**src/rtl/guest_timer_pkg.sv**
```systemverilog
package guest_timer_pkg;
  localparam int VEC_W    = 8;
  localparam int MASK_POS = 16;
  localparam int CTL_W    = MASK_POS + 1;
  localparam logic [CTL_W-1:0] CTL_RESET = CTL_W'(1) << MASK_POS;
endpackage

```
**src/rtl/guest_timer_count.sv**
```systemverilog
module guest_timer_count #(
  parameter int CNT_W = 64
) (
  input  logic             clk,
  input  logic             rst_n,
  input  logic [CNT_W-1:0] host_i,
  input  logic             load_i,
  input  logic [CNT_W-1:0] load_val_i,
  input  logic             fire_i,
  input  logic [CNT_W-1:0] match_i,
  output logic [CNT_W-1:0] guest_o,
  output logic [CNT_W-1:0] floor_o
);
  logic [CNT_W-1:0] offset_q, offset_n;
  logic [CNT_W-1:0] floor_q, floor_n;
  logic             anch_q;
  logic             offset_en, floor_en;
  logic [CNT_W-1:0] raw_sum;

  // read path: offset + base, clamped to the floor
  always_comb begin
    raw_sum = offset_q + host_i;
    if (!anch_q)
      guest_o = '0;
    else if (raw_sum < floor_q)
      guest_o = floor_q;
    else
      guest_o = raw_sum;
  end

  assign floor_o = floor_q;

  always_comb begin
    offset_en = load_i | ~anch_q;
    offset_n  = load_i ? (load_val_i - host_i) : ('0 - host_i);
    floor_en  = load_i | fire_i;
    floor_n   = load_i ? '0 : (match_i + CNT_W'(1));
  end

  always_ff @(posedge clk or negedge rst_n) begin
    if (!rst_n) begin
      offset_q <= '0;
      floor_q  <= '0;
      anch_q   <= 1'b0;
    end else begin
      anch_q <= 1'b1;
      if (offset_en) offset_q <= offset_n;
      if (floor_en)  floor_q  <= floor_n;
    end
  end
endmodule

```
**src/rtl/guest_timer_match.sv**
```systemverilog
module guest_timer_match #(
  parameter int CNT_W = 64
) (
  input  logic             clk,
  input  logic             rst_n,
  input  logic             load_i,
  input  logic [CNT_W-1:0] load_val_i,
  input  logic             mwr_i,
  input  logic [CNT_W-1:0] mwr_val_i,
  input  logic             quiet_i,
  input  logic [CNT_W-1:0] guest_i,
  input  logic [CNT_W-1:0] floor_i,
  output logic [CNT_W-1:0] match_o,
  output logic             armed_o,
  output logic             fire_o,
  output logic             arm_evt_o
);
  logic [CNT_W-1:0] match_q;
  logic             armed_q, armed_n, armed_en;
  logic             arm_by_load, arm_by_mwr;

  always_comb begin
    arm_by_load = load_i & (match_q > load_val_i);
    arm_by_mwr  = mwr_i & (mwr_val_i > floor_i);
    fire_o      = armed_q & quiet_i & (guest_i >= match_q);
    arm_evt_o   = arm_by_load | arm_by_mwr;
    armed_en    = load_i | mwr_i | fire_o;
    armed_n     = arm_evt_o;
  end

  assign match_o = match_q;
  assign armed_o = armed_q;

  always_ff @(posedge clk or negedge rst_n) begin
    if (!rst_n) begin
      match_q <= '0;
      armed_q <= 1'b0;
    end else begin
      if (mwr_i)    match_q <= mwr_val_i;
      if (armed_en) armed_q <= armed_n;
    end
  end
endmodule

```
**src/rtl/guest_timer_vector.sv**
```systemverilog
module guest_timer_vector
  import guest_timer_pkg::*;
(
  input  logic             clk,
  input  logic             rst_n,
  input  logic             vwr_i,
  input  logic [CTL_W-1:0] vwr_val_i,
  input  logic             fire_i,
  input  logic             arm_evt_i,
  output logic             masked_o,
  output logic [VEC_W-1:0] vec_o,
  output logic             pend_o,
  output logic [VEC_W-1:0] pend_vec_o,
  output logic             unpend_o,
  output logic [VEC_W-1:0] unpend_vec_o
);
  logic [CTL_W-1:0] ctl_q;
  logic             sticky_q, sticky_n, sticky_en;
  logic             pend_q, pend_n;
  logic [VEC_W-1:0] pvec_q, pvec_n;
  logic             unp_q;
  logic [VEC_W-1:0] uvec_q;
  logic             release_hit;

  assign masked_o = ctl_q[MASK_POS];
  assign vec_o    = ctl_q[VEC_W-1:0];

  always_comb begin
    release_hit = vwr_i & ~vwr_val_i[MASK_POS] & sticky_q;
    pend_n      = release_hit | (fire_i & ~ctl_q[MASK_POS]);
    pvec_n      = release_hit ? vwr_val_i[VEC_W-1:0] : ctl_q[VEC_W-1:0];
    sticky_en   = release_hit | (fire_i & ctl_q[MASK_POS]);
    sticky_n    = ~release_hit;
  end

  always_ff @(posedge clk or negedge rst_n) begin
    if (!rst_n) begin
      ctl_q    <= CTL_RESET;
      sticky_q <= 1'b0;
      pend_q   <= 1'b0;
      pvec_q   <= '0;
      unp_q    <= 1'b0;
      uvec_q   <= '0;
    end else begin
      pend_q <= pend_n;
      unp_q  <= arm_evt_i;
      if (vwr_i)     ctl_q    <= vwr_val_i;
      if (sticky_en) sticky_q <= sticky_n;
      if (pend_n)    pvec_q   <= pvec_n;
      if (arm_evt_i) uvec_q   <= ctl_q[VEC_W-1:0];
    end
  end

  assign pend_o       = pend_q;
  assign pend_vec_o   = pvec_q;
  assign unpend_o     = unp_q;
  assign unpend_vec_o = uvec_q;
endmodule

```
**src/rtl/guest_timer_top.sv**
```systemverilog
module guest_timer_top
  import guest_timer_pkg::*;
#(
  parameter int CNT_W = 64
) (
  input  logic             clk,
  input  logic             rst_n,
  input  logic [CNT_W-1:0] host_cnt_i,
  input  logic             cnt_wr_i,
  input  logic [CNT_W-1:0] cnt_wdata_i,
  input  logic             match_wr_i,
  input  logic [CNT_W-1:0] match_wdata_i,
  input  logic             vctl_wr_i,
  input  logic [CTL_W-1:0] vctl_wdata_i,
  output logic [CNT_W-1:0] cnt_o,
  output logic             pend_o,
  output logic [VEC_W-1:0] pend_vec_o,
  output logic             unpend_o,
  output logic [VEC_W-1:0] unpend_vec_o
);
  logic             mwr_eff, vwr_eff, quiet;
  logic [CNT_W-1:0] guest_w, floor_w, match_w;
  logic             fire_w, armed_w, arm_evt_w, masked_w;
  logic [VEC_W-1:0] vec_w;

  // write priority: counter, then match, then vector register
  assign mwr_eff = match_wr_i & ~cnt_wr_i;
  assign vwr_eff = vctl_wr_i & ~cnt_wr_i & ~match_wr_i;
  assign quiet   = ~(cnt_wr_i | match_wr_i | vctl_wr_i);

  guest_timer_count #(.CNT_W(CNT_W)) u_count (
    .clk        (clk),
    .rst_n      (rst_n),
    .host_i     (host_cnt_i),
    .load_i     (cnt_wr_i),
    .load_val_i (cnt_wdata_i),
    .fire_i     (fire_w),
    .match_i    (match_w),
    .guest_o    (guest_w),
    .floor_o    (floor_w)
  );

  guest_timer_match #(.CNT_W(CNT_W)) u_match (
    .clk        (clk),
    .rst_n      (rst_n),
    .load_i     (cnt_wr_i),
    .load_val_i (cnt_wdata_i),
    .mwr_i      (mwr_eff),
    .mwr_val_i  (match_wdata_i),
    .quiet_i    (quiet),
    .guest_i    (guest_w),
    .floor_i    (floor_w),
    .match_o    (match_w),
    .armed_o    (armed_w),
    .fire_o     (fire_w),
    .arm_evt_o  (arm_evt_w)
  );

  guest_timer_vector u_vector (
    .clk          (clk),
    .rst_n        (rst_n),
    .vwr_i        (vwr_eff),
    .vwr_val_i    (vctl_wdata_i),
    .fire_i       (fire_w),
    .arm_evt_i    (arm_evt_w),
    .masked_o     (masked_w),
    .vec_o        (vec_w),
    .pend_o       (pend_o),
    .pend_vec_o   (pend_vec_o),
    .unpend_o     (unpend_o),
    .unpend_vec_o (unpend_vec_o)
  );

  assign cnt_o = guest_w;
endmodule

```
**config.mk**
```make
export PLATFORM = sky130hd
export DESIGN_NAME = guest_timer_top
export DESIGN_NICKNAME = d
export VERILOG_FILES = /design/src/rtl/guest_timer_pkg.sv /design/src/rtl/guest_timer_count.sv /design/src/rtl/guest_timer_match.sv /design/src/rtl/guest_timer_vector.sv /design/src/rtl/guest_timer_top.sv
export SDC_FILE = /design/constraint.sdc
export NUM_CORES = 1
export LEC_CHECK = 0
export ABC_AREA = 1
export BUFFER_PORTS_ARGS = -buffer_cell sky130_fd_sc_hd__buf_2
export CAP_MARGIN = 20
export CORE_MARGIN = 5
export CORE_UTILIZATION = 40
export CTS_CLUSTER_DIAMETER = 80
export DETAILED_ROUTE_END_ITERATION = 10
export GPL_TIMING_DRIVEN = 0
export PLACE_DENSITY = 0.55
export RECOVER_POWER = 25
export REMOVE_ABC_BUFFERS = 1
export SLEW_MARGIN = 20
export SYNTH_ARGS = -nofsm -noshare
export SYNTH_HDL_FRONTEND = slang
export SYNTH_SLANG_ARGS = --single-unit
```
**constraint.sdc**
```tcl
create_clock -name clk -period 12.35 [get_ports clk]
set_input_delay 1.235 -clock clk [delete_from_list [all_inputs] [get_ports clk]]
set_output_delay 1.235 -clock clk [all_outputs]
set_load 0.005 [all_outputs]
```
**After elaboration in Yosys (flattened, before gate mapping)**

Index checks and enable logic that the tools add are counted.

- Bitwise operators: 27
- Shifts and indexed selects: 0
- Multiply operators: 0
- Reductions and logical operators: 0
- Add/subtract/negate cells: 4
- Div/mod/pow operators: 0
- Equality and inequality tests: 0
- Mux-type cells: 5
- $lt $le $gt $ge: 4

Operators with widths:

| operator | number |
|---|---|
| $mux 64 | 4 |
| $gt 64x64->1 | 2 |
| $add 64x1->64 const B | 1 |
| $add 64x64->64 | 1 |
| $ge 64x64->1 | 1 |
| $lt 64x64->1 | 1 |
| $sub 1x64->64 const A | 1 |
| $sub 64x64->64 | 1 |
| $and 1x1->1 | 11 |
| $or 1x1->1 | 9 |
| $mux 8 | 1 |
| $not 1->1 | 7 |

- ROM bits: 0
- RAM bits: 0
- Memories kept: 0
- Flip-flop bits (word level): 230
- Latch bits: 0
- Bits of input ports: 214
- Logic and storage cells: 51

**Logic depth before layout (Yosys ltp)**

- Depth in word-level cells: 8
- Gate-level depth with buffers: 47

**Cells and area by module**

From an unflattened synthesis, not the netlist that was laid out.

- Cells, all modules: 5116
- Area total of the unflattened synthesis: 29767.3 sq um

By module, submodules not included:

| module | sequential area each (sq um) | cells an instance | instances | area each (sq um) |
|---|---|---|---|---|
| guest_timer_count | 3228.1 | 3922 | 1 | 21077.7 |
| guest_timer_match | 1626.6 | 1047 | 1 | 7420.9 |
| guest_timer_vector | 701.9 | 140 | 1 | 1239.9 |
| guest_timer_top | 0.0 | 7 | 1 | 28.8 |

**Worst setup path after synthesis**

No wires, ideal clock.

- Kind: input -> register
- From: input host_cnt_i[0]
- To: register u_count.floor_q[56] (netlist: u_count.floor_o[56])
- Buffers on the path: 4
- Library setup time: 120 ps
- Required time: 12230 ps
- Setup slack: 6634 ps
- Stages on the path: 43
- Arrival: 5597 ps
- Path through: ha_1 -> inv_1 -> fa_1 -> inv_1 -> nand2_1 -> nand2_1 -> and2_1 -> nand4_1 -> nand3b_1 -> nand2_1 -> nand2_1 -> nand2_1 -> nand2_1 -> inv_1 -> ha_1 -> nand2_1 -> nor2_1 -> nor3b_1 -> (+7 left out) -> nor2_1 -> ha_1 -> nand2_2 -> inv_1 -> nand2_1 -> nand2_1 -> a21oi_1 -> nand3_1 -> nand2_1 -> nand2_1 -> nand2_1 -> nand2_2 -> nand2_2 -> buf_6 -> clkinv_4 -> buf_6 -> nand2_1 -> o21ai_2

- Longest elaborated chain between the ends: 7

Ends and longest elaborated chain:

| item | RTL line | text |
|---|---|---|
| from (decl) | guest_timer_top.sv:8 | `input logic [CNT_W-1:0] host_cnt_i,` |
| $add 64x64->64 * | guest_timer_count.sv:22 | `raw_sum = offset_q + host_i;` |
| $lt 64x64->1 | guest_timer_count.sv:25 | `else if (raw_sum < floor_q)` |
| $mux 64 * | guest_timer_count.sv:25 |  |
| $mux 64 * | guest_timer_count.sv:23 | `if (!anch_q)` |
| named net cnt_o[15] | guest_timer_top.sv:15 | `output logic [CNT_W-1:0] cnt_o,` |
| $ge 64x64->1 * | guest_timer_match.sv:25 | `fire_o = armed_q & quiet_i & (guest_i >= match_q);` |
| $and 1x1->1 * | guest_timer_match.sv:25 |  |
| $or 1x1->1 * | guest_timer_count.sv:36 | `floor_en = load_i \| fire_i;` |
| to (signal assigned) | guest_timer_count.sv:48 | `if (floor_en) floor_q <= floor_n;` |
| to (decl) | guest_timer_count.sv:15 | `logic [CNT_W-1:0] floor_q, floor_n;` |

The timed path passes the listed nets; every way through them passes the cells marked *.
A chain may end at the register's enable or synchronous reset.

==> impl_metrics.yaml <==
yosys:
  syn-cell-area_um2: 29400
  synth-edff-count: 0
  yosys_register_bits: 222
  yosys.area.top_type: "nand2_1"
  synthTopCellsByCount: "1,622 x nand2_1, 937 x inv_1, 544 x nor2_1, 382 x ha_1, 365 x a21oi_1"
  yosysSeqAreaShare_pct: 18.9
  ys.flop_type: "dfrtp_1"
  post-synth-top-count-cell: "nand2_1"
  synth.avg_cell_area_um2: 5.88
  synthDominantCellAreaShare_pct: 20.7
  ys_warn_count: 0
  synth_cell_types: 47
  syn_inst: 5006
  async_flop_share_pct: 100
  synthTopCellsByArea: "nand2_1 21%, dfrtp_1 19%, ha_1 16%"
clock_tree:
  cts-root-buf: "clkbuf_16"
  cts_max_path_buffers: 3
  cts_setup_buffers: 0
  hold_buffers: 0
  cts-htree-levels: 2
  tritoncts: "done"
  clk_latency_ps: 560
  cts_resized: 0
  numCtsBuffers: 37
  path_clk_slew_ps: 50
  cts_sinks: 222
critical_path:
  path_class: "in2async"
  endpoint_kind: "async pin"
  startpoint: "rst_n"
  required_ps: 12180
  r2r-start: "u_count.offset_q[46]"
  start_kind: "input port"
  cp.arrival_ps: 8730
  cp_max_fo: 63
run_status:
  outcome: "finished, violations left"
  violations: "capacitance limit, slew limit"
die:
  fp.dieW_um: 281
  rows: 99
  die_h_um: 281
  core_area_um2: 73000
  fp.dieArea_um2: 79100
  ios: 296
  start_util_pct: 40.3
power_and_ir_drop:
  leakagePower_uw: 0.0191
  ir_drop_v: 0.000122
  power_density_nw_per_um2: 135
  power_uw: 4480
finish:
  stdcell_area_um2: 33100
  area_growth_pct: 12.4
  nFillCells: 8208
  stdcell_count: 6245
  seq_area_um2: 5560
  nNetsFinal: 5856
  multi_input_area_um2: 19900
  drive_gt1_share_pct: 8.10
global_route:
  track_usage_pct: 31.9
  grt_max_degree: 68
  globalRouteOverflowTotal: 0
  grt_pass1_wl_um: 189000
  antenna_found_initial: 1
  grt_pass1_vias: 30200
placement:
  dpl_cell_area_um2: 32000
  place_congestion: 0.996
  place.detailed.hpwl_um: 111000
  io_buffer_count: 287
  dpl.cell_count: 6178
route:
  vias: 32200
  wl_per_cell_um: 20.8
  viasPerCell: 5.15
  dr.pass1.iters: 6
  wl_met1_um: 57500
  route.met3.wl_um: 10400
  wl_met2_um: 57000
  ant_nets: 0
  top_layer_used: "met5"
  drtIter0Drc: 2799
  drt_wl_total_um: 130000
  drc: 0
sta:
  worst_pin_slew_ps: 3790
  fmax_mhz: 112
  period_minus_slack_ps: 8900
  hold_viol: 0
  fin_skew_ps: 26.8
  whs_ps: 484
  rsz0062_at_grt: "no"
  slew_headroom_pct: -153
  setup_viol: 0
  slew_violations: 229
  post-route-period-util_pct: 72.0
min_path:
  min_path_type: "reg2reg"
  hold_start: "u_count.offset_q[51]"
job:
  maxCapViolCount: 4
metal layers:
metal  track usage (%)  vias up
met4              10.6        2
met1              43.6    14700
met2              51.3     1176
met3              5.42      183
met5             0.916        -
li1                  -    16200
cell type report:
cell class / count / share of cell area [%]
Clock buffer: 53 / 3.22
Tap cell: 959 / 3.63
Inverter: 943 / 10.7
Multi-Input combinational cell: 3755 / 60.3
Sequential cell: 222 / 16.8
Clock inverter: 13 / 0.367
Antenna cell: 1 / 0.00756
Timing Repair Buffer: 299 / 4.99
worst max-delay path, cell delays in order:
cell and delay (ps):
clkbuf_1 2590, clkbuf_1 2070, clkbuf_1 2640
kinds of logic (layout without fill, tap and decap cells):
logic type | after synthesis | count (layout) | share of synthesized area, %
XOR/XNOR | 117 | 117 | 3.48
buffers and inverters | 1029 | 1308 | 13.5
AO/OA/AOI/OAI | 622 | 622 | 11.4
other | 1 | 2 | 0.0127
adder cells (fa/ha/maj) | 384 | 384 | 16.4
flip-flops | 222 | 222 | 18.9
AND/OR/NAND/NOR | 2631 | 2631 | 36.4
through the flow:
step,setup TNS [ps],setup slack [ps],utilization [%]
6_report,0,3450,45.3
5_1_grt,0,1930,45.3
3_3_place_gp,-318320,-4470,43.4
2_1_floorplan,0,1640,-
4_1_cts,0,3800,45.5
3_5_place_dp,0,3230,43.8
placed cells by master (no fill, tap or decap), types with 21 or more instances in the layout:
master        n
nand2_1    1619
inv_1       937
nor2_1      543
ha_1        382
a21oi_1     365
buf_2       285
nand3_1     284
dfrtp_1     220
o21ai_0     139
xor2_1       96
nor3_1       63
nand4_1      41
o21ai_1      38
clkbuf_16    37
o21ai_2      32
nand3b_1     21
xnor2_1      21
power by group:
part / switching [uW] / total (uW) / leakage, uW / internal [uW]
logic: 1660 / 2510 / 0.0158 / 849
registers: 107 / 935 / 0.00273 / 828
clock network: 414 / 1040 / 0.000580 / 624
final timing paths:
| kind | end | slack [ps] | cells past startpoint |
|---|---|---|---|
| max in group clk | u_count.floor_o[53] | 3640 | 42 |
| hold / removal | u_count.offset_q[51] | 480 | 2 |
| setup / recovery | u_vector.ctl_q[0] | 3450 | 3 |
| setup reg to reg | u_count.floor_o[53] | 4050 | 41 |
| hold reg to reg | u_count.offset_q[51] | 480 | 2 |
| min in group asynchronous | u_count.offset_q[6] | 1970 | 1 |
state kept, by name, indices dropped and copies added (netlist names), 8 cells and up:
| register | cells |
|---|---|
| u_count.floor_o | 64 |
| u_count.offset_q | 64 |
| u_match.match_o | 64 |
| u_vector.ctl_q | 9 |
| u_vector.pend_vec_o | 8 |
| u_vector.unpend_vec_o | 8 |
No activity file was read; power rests on OpenSTA's default activity.
